==> config.mk <==
export PLATFORM = sky130hd
export DESIGN_NAME = phase_strobe_gen
export DESIGN_NICKNAME = d
export VERILOG_FILES = /design/src/rtl/phstb_pkg.sv /design/src/rtl/phstb_decode.sv /design/src/rtl/phstb_counter.sv /design/src/rtl/phstb_ch0_gate.sv /design/src/rtl/phase_strobe_gen.sv
export SDC_FILE = /design/constraint.sdc
export NUM_CORES = 1
export LEC_CHECK = 0
export ABC_AREA = 1
export ABC_CLOCK_PERIOD_IN_PS = 2250
export BUFFER_PORTS_ARGS = -buffer_cell sky130_fd_sc_hd__buf_4
export CAP_MARGIN = 0
export CORE_MARGIN = 10
export CORE_UTILIZATION = 45
export DETAILED_ROUTE_END_ITERATION = 12
export PLACE_DENSITY = 0.73
export SKIP_LAST_GASP = 1
export SYNTH_ARGS = -nofsm -noshare
export SYNTH_HDL_FRONTEND = slang
export SYNTH_SLANG_ARGS = --single-unit
==> constraint.sdc <==
create_clock -name clk -period 2.25 [get_ports clk]
set_clock_uncertainty 0.05 [all_clocks]
set_input_delay 0.45 -clock clk [delete_from_list [all_inputs] [get_ports clk]]
set_output_delay 0.45 -clock clk [all_outputs]
set_load 0.03 [all_outputs]
==> src/rtl/phstb_pkg.sv <==
package phstb_pkg;

    localparam int DEF_PHASE_W  = 8;
    localparam int DEF_SEL_W    = 2;
    localparam int DEF_MIN_LOG2 = 5;

    typedef enum logic [1:0] {
        RATIO_32  = 2'd0,
        RATIO_64  = 2'd1,
        RATIO_128 = 2'd2,
        RATIO_256 = 2'd3
    } ratio_e;

    // log2 of the oversampling ratio for a select code
    function automatic int ratio_log2(input int sel, input int min_log2);
        return min_log2 + sel;
    endfunction

endpackage

==> src/rtl/phstb_decode.sv <==
// Reads the held phase setting with the sign bit placed by the ratio.
// Also gives the last count of a period and the channel 0 match count.
module phstb_decode #(
    parameter int PHASE_W  = phstb_pkg::DEF_PHASE_W,
    parameter int SEL_W    = phstb_pkg::DEF_SEL_W,
    parameter int MIN_LOG2 = phstb_pkg::DEF_MIN_LOG2
) (
    input  logic [PHASE_W-1:0] phase_i,
    input  logic [SEL_W-1:0]   sel_i,
    output logic [PHASE_W-1:0] delay_o,
    output logic [PHASE_W-1:0] last_o,
    output logic [PHASE_W-1:0] match_o
);
    localparam int NUM_RATIOS = 1 << SEL_W;

    logic [PHASE_W-1:0] ext_w  [NUM_RATIOS];
    logic [PHASE_W-1:0] last_w [NUM_RATIOS];

    for (genvar r = 0; r < NUM_RATIOS; r++) begin : g_ratio
        localparam int FW = phstb_pkg::ratio_log2(r, MIN_LOG2);
        if (FW >= PHASE_W) begin : g_full
            assign ext_w[r] = phase_i;
        end else begin : g_trunc
            assign ext_w[r] = {{(PHASE_W-FW){phase_i[FW-1]}}, phase_i[FW-1:0]};
        end
        assign last_w[r] = PHASE_W'((1 << FW) - 1);
    end

    always_comb begin
        delay_o = ext_w[sel_i];
        last_o  = last_w[sel_i];
        // (OSR-1 + d) mod OSR; OSR is a power of two, so a mask does the modulo
        match_o = (last_o + delay_o) & last_o;
    end

endmodule

==> src/rtl/phstb_counter.sv <==
// Modulo-OSR position counter shared by both channels.
module phstb_counter #(
    parameter int CNT_W = phstb_pkg::DEF_PHASE_W
) (
    input  logic             clk,
    input  logic             rst_n,
    input  logic             hold_i,
    input  logic [CNT_W-1:0] last_i,
    output logic [CNT_W-1:0] cnt_o,
    output logic             wrap_o
);
    typedef struct packed {
        logic [CNT_W-1:0] cnt;
    } cnt_state_t;

    cnt_state_t s_d, s_q;

    always_comb begin
        s_d    = s_q;
        wrap_o = 1'b0;
        if (hold_i) begin
            s_d.cnt = '0;
        end else if (s_q.cnt == last_i) begin
            s_d.cnt = '0;
            wrap_o  = 1'b1;
        end else begin
            s_d.cnt = s_q.cnt + 1'b1;
        end
    end

    always_ff @(posedge clk or negedge rst_n) begin
        if (!rst_n) s_q <= '0;
        else        s_q <= s_d;
    end

    assign cnt_o = s_q.cnt;

endmodule

==> src/rtl/phstb_ch0_gate.sv <==
// Channel 0 strobe: fires at the match count, held off until channel 1 has wrapped once.
module phstb_ch0_gate #(
    parameter int CNT_W = phstb_pkg::DEF_PHASE_W
) (
    input  logic             clk,
    input  logic             rst_n,
    input  logic             hold_i,
    input  logic             wrap_i,
    input  logic [CNT_W-1:0] cnt_i,
    input  logic [CNT_W-1:0] match_i,
    output logic             strobe_o
);
    typedef struct packed {
        logic armed;
    } gate_state_t;

    gate_state_t s_d, s_q;

    always_comb begin
        s_d       = s_q;
        s_d.armed = s_q.armed | wrap_i;
        strobe_o  = !hold_i && (cnt_i == match_i) && (s_q.armed || wrap_i);
    end

    always_ff @(posedge clk or negedge rst_n) begin
        if (!rst_n) s_q <= '0;
        else        s_q <= s_d;
    end

endmodule

==> src/rtl/phase_strobe_gen.sv <==
module phase_strobe_gen #(
    parameter int PHASE_W  = phstb_pkg::DEF_PHASE_W,
    parameter int SEL_W    = phstb_pkg::DEF_SEL_W,
    parameter int MIN_LOG2 = phstb_pkg::DEF_MIN_LOG2
) (
    input  logic               clk,
    input  logic               rst_n,
    input  logic [PHASE_W-1:0] phase_cfg,
    input  logic [SEL_W-1:0]   ratio_sel,
    output logic               strobe_ch0,
    output logic               strobe_ch1,
    output logic [PHASE_W-1:0] delay_eff
);
    typedef struct packed {
        logic               fresh;
        logic [SEL_W-1:0]   sel;
        logic [PHASE_W-1:0] phase;
    } top_state_t;

    top_state_t s_d, s_q;

    logic [PHASE_W-1:0] last_w;
    logic [PHASE_W-1:0] match_w;
    logic [PHASE_W-1:0] cnt_w;
    logic               wrap_w;
    logic [SEL_W-1:0]   act_sel;

    // settings are taken on the load cycle after reset and at every period end
    always_comb begin
        s_d = s_q;
        if (s_q.fresh || wrap_w) begin
            s_d.fresh = 1'b0;
            s_d.sel   = ratio_sel;
            s_d.phase = phase_cfg;
        end
    end

    always_ff @(posedge clk or negedge rst_n) begin
        if (!rst_n) begin
            s_q.fresh <= 1'b1;
            s_q.sel   <= SEL_W'(phstb_pkg::RATIO_256);
            s_q.phase <= '0;
        end else begin
            s_q <= s_d;
        end
    end

    assign act_sel = s_q.sel;

    phstb_decode #(
        .PHASE_W (PHASE_W),
        .SEL_W   (SEL_W),
        .MIN_LOG2(MIN_LOG2)
    ) u_decode (
        .phase_i(s_q.phase),
        .sel_i  (s_q.sel),
        .delay_o(delay_eff),
        .last_o (last_w),
        .match_o(match_w)
    );

    phstb_counter #(
        .CNT_W(PHASE_W)
    ) u_counter (
        .clk   (clk),
        .rst_n (rst_n),
        .hold_i(s_q.fresh),
        .last_i(last_w),
        .cnt_o (cnt_w),
        .wrap_o(wrap_w)
    );

    phstb_ch0_gate #(
        .CNT_W(PHASE_W)
    ) u_gate (
        .clk     (clk),
        .rst_n   (rst_n),
        .hold_i  (s_q.fresh),
        .wrap_i  (wrap_w),
        .cnt_i   (cnt_w),
        .match_i (match_w),
        .strobe_o(strobe_ch0)
    );

    assign strobe_ch1 = wrap_w;

endmodule

==> key figures <==
Min path
  • Worst Hold Depth: 3
  • Worst min-delay path startpoint: phase_cfg[6]
  • Min-Delay Path Class: primary input to flop
  • Hold path endpoint: s_q[6]

Detailed routing
  • # DRC: 0
  • Initial DRC Count: 65
  • Total iterations of the first detailed-routing run: 4
  • DRT Wirelength: 3.33 mm
  • Via count: 1333
  • DR WL/cell: 11.6 um
  • Detailed-route vias per instance: 4.63
  • Antenna Nets Post-Route: 0

Clocking
  • CTS buffer count: 3
  • Worst-Skew Late Latency: 0.31 ns
  • Clock sink count: 20
  • Root Buffer: clkbuf_4
  • CTS tree: yes
  • Htree depth: 1
  • Longest Clk Path Bufs: 2
  • Clock slew at reported path FFs: 0.12 ns

Synthesis
  • Synth Warn #: 0
  • Share of the synthesized area in the top cell type: 29.3%
  • Seq/Total Area, Yosys: 34.7%
  • Cell taking the most area after synthesis: dfrtp_1
  • Post-synthesis area per instance: 7.09 um^2
  • Synth cell count leaders: nand2_1, inv_1, nor2_1
  • Share of flip-flops with an asynchronous set or reset: 100%
  • Synth Instances: 205
  • Top FF cell, synth: dfrtp_1
  • Most frequent cell after synthesis: nand2_1
  • Mapped cell area: 1450 um^2
  • Top cells by area, synth: dfrtp_1, nand2_1, inv_1, nor2_1, nand3_1
  • Synthesis-stage register bit count: 20
  • Post-synth cell types: 30
  • Mapped Nets: 221
  • Post-synth EDFFs: 0

Worst setup path
  • CP endpoint kind: output pin
  • R2R Setup Slk: 0.32 ns
  • Setup Crit Path Kind: flop to output pin
  • Worst reg2reg endpoint: s_q[7]
  • Critical Path RT: 1.75 ns
  • Reg-to-reg startpoint: act_sel[1]
  • Crit path largest cell delay: 0.61 ns
  • Worst EP arrival: 2.24 ns
  • CP Max Fanout: 3
  • Worst setup SP type: flop
  • CP max stage cell: dfstp_2
  • Crit path buf inv count: 2
  • Crit-path cells: inv_4 > nand3_4 > o21ai_4 > ha_4 > nand2_2 > nor2_1 > nand2_1 > nand2_1 > nand2_1 > nand3b_1 > nand3_2 > nor3_4 > buf_6
  • Worst reg-to-reg path cell count: 11
  • CP delay by family, top: simple AND/OR/NAND/NOR gates
  • Most used cell, CP: nand2_1

Timing
  • Highest clock rate: 0.365 GHz
  • Period utilisation layout: 122%
  • Setup ws final: -0.488 ns
  • Final Critical Period: 2.74 ns
  • Final hold violation count: 0
  • Setup Viol. Count Final: 2
  • RSZ-0062 raised after global routing: true
  • TNS Setup: -0.511 ns
  • Slew Viols, Final: 0

Global routing
  • GR Util met2: 17.1%
  • Initial antenna violation count: 0
  • First-pass GRT wire length: 5.82 mm
  • Busiest grt layer: met2
  • Vias in the first global route: 1236
  • M3 GR Usage: 1.63%
  • Remaining global-route overflow: 0
  • Global Route met1 Usage: 16.0%
  • GRT Total Usage: 11.8%
  • Largest net degree at the start of global routing: 25

Place
  • Final GP Congestion: 0.868
  • Hpwl dp: 2.65 mm
  • IO buf count: 21
  • Placed cell areas: 1790 um^2
  • Post-Place Cells: 279

Power and ir drop
  • Pwr/cell area: 547 nW/um^2
  • Lkg Pwr: 0.980 nW
  • Max IR drop VDD: 0.353 mV

Die
  • Initial Util: 47.2%
  • Die area: 5900 um^2
  • Die Span Y: 76.8 um
  • Std-Cell Core Area: 3080 um^2
  • IO Pins: 22
  • # rows: 20
  • Die width: 76.8 um

Flow run
  • MaxCap Viol Count: 0

Cells and area
  • Share of layout cells above drive strength 1: 36.1%
  • Fillers: 273
  • Fin nets: 261
  • Ant diodes: 0
  • Synth-to-Final Area Change: 30.5%
  • Final Cell Area: 1900 um^2
  • Final Non-Filler Cells: 288

Status
  • Status: finished, violations left
  • Failing checks: negative setup slack
worst max path at each step:
stage	from	endpoint	cells after the start	slack, ns
floorplan	act_sel[1]	strobe_ch0	11	-0.36
global placement	act_sel[0]	strobe_ch0	15	-0.22
detailed placement	act_sel[0]	strobe_ch0	15	-0.30
CTS	act_sel[1]	strobe_ch0	14	-0.50
global route	act_sel[0]	strobe_ch0	13	-0.65
finish	act_sel[1]	strobe_ch0	13	-0.49
layout make-up:
class / count / area, um^2 / share of cell area, %
inverter: 32 / 123 / 6.47
timing repair buffer: 43 / 345 / 18.2
multi-input combinational: 145 / 832 / 43.9
clock buffer: 4 / 36.3 / 1.91
sequential: 20 / 504 / 26.6
tap: 44 / 55.1 / 2.90
sequential cells by signal, summed over array words and instances (netlist names):
name             flops
u_counter.cnt_o      8
act_sel              2
u_gate.s_q           1
s_q                  9
report_power, final:
group	internal, W	leakage, nW	switching, W	total, W
clock network	0.0000989	0.0210	0.000115	0.000214
logic	0.000183	0.707	0.000238	0.000421
registers	0.000384	0.252	0.0000183	0.000402
total	0.000666	0.980	0.000372	0.00104
tightest hold or removal path, cell delays in order:
cell     delay [ns]
buf_4          0.08
nand2_2        0.04
nand2_1        0.04
timing repair:
item,in CTS,in global routing
setup buffers,2,2
pin swaps,6,1
endpoints found under the hold margin,17,0
resized for setup,9,1
setup endpoints to repair,2,2
hold buffers,1,0
cells in the final DEF (no fill, tap or decap), types with 3 or more instances in the layout:
cell | synthesis | layout
buf_4 | 5 | 39
clkbuf_4 | 0 | 3
dfrtp_1 | 17 | 17
dfstp_2 | 3 | 3
inv_1 | 31 | 28
inv_2 | 1 | 3
nand2_1 | 60 | 56
nand2_2 | 9 | 12
nand2_4 | 2 | 3
nand3_1 | 17 | 15
nor2_1 | 23 | 22
nor2_2 | 3 | 3
o21ai_1 | 4 | 4
o21ai_2 | 5 | 5
cell families after synthesis:
logic type	Yosys count	synth area share (%)
buffers and inverters	40	13.7
AO/OA/AOI/OAI	13	6.03
flip-flops	20	34.7
adder cells (fa/ha/maj)	4	3.45
AND/OR/NAND/NOR	125	40.7
other	1	0.258
XOR/XNOR	2	1.21
layer usage:
layer  vias to the layer above  wire, um
met5                         -         0
met4                         0        78
met3                         6       115
met2                        25      1500
met1                       596      1630
li1                        706         -
through the flow:
stage	worst slack [ns]	power, W	hold slack (ns)	util [%]
2_1_floorplan	-0.361	0.000681	0.104	-
3_3_place_gp	-0.217	0.000801	0.291	58.0
3_5_place_dp	-0.304	0.000809	0.290	58.0
4_1_cts	-0.497	0.00103	0.275	61.0
5_1_grt	-0.653	0.00111	0.267	61.6
6_report	-0.488	0.00104	0.277	61.6
Note: power is estimated with default switching activity, not from simulation.
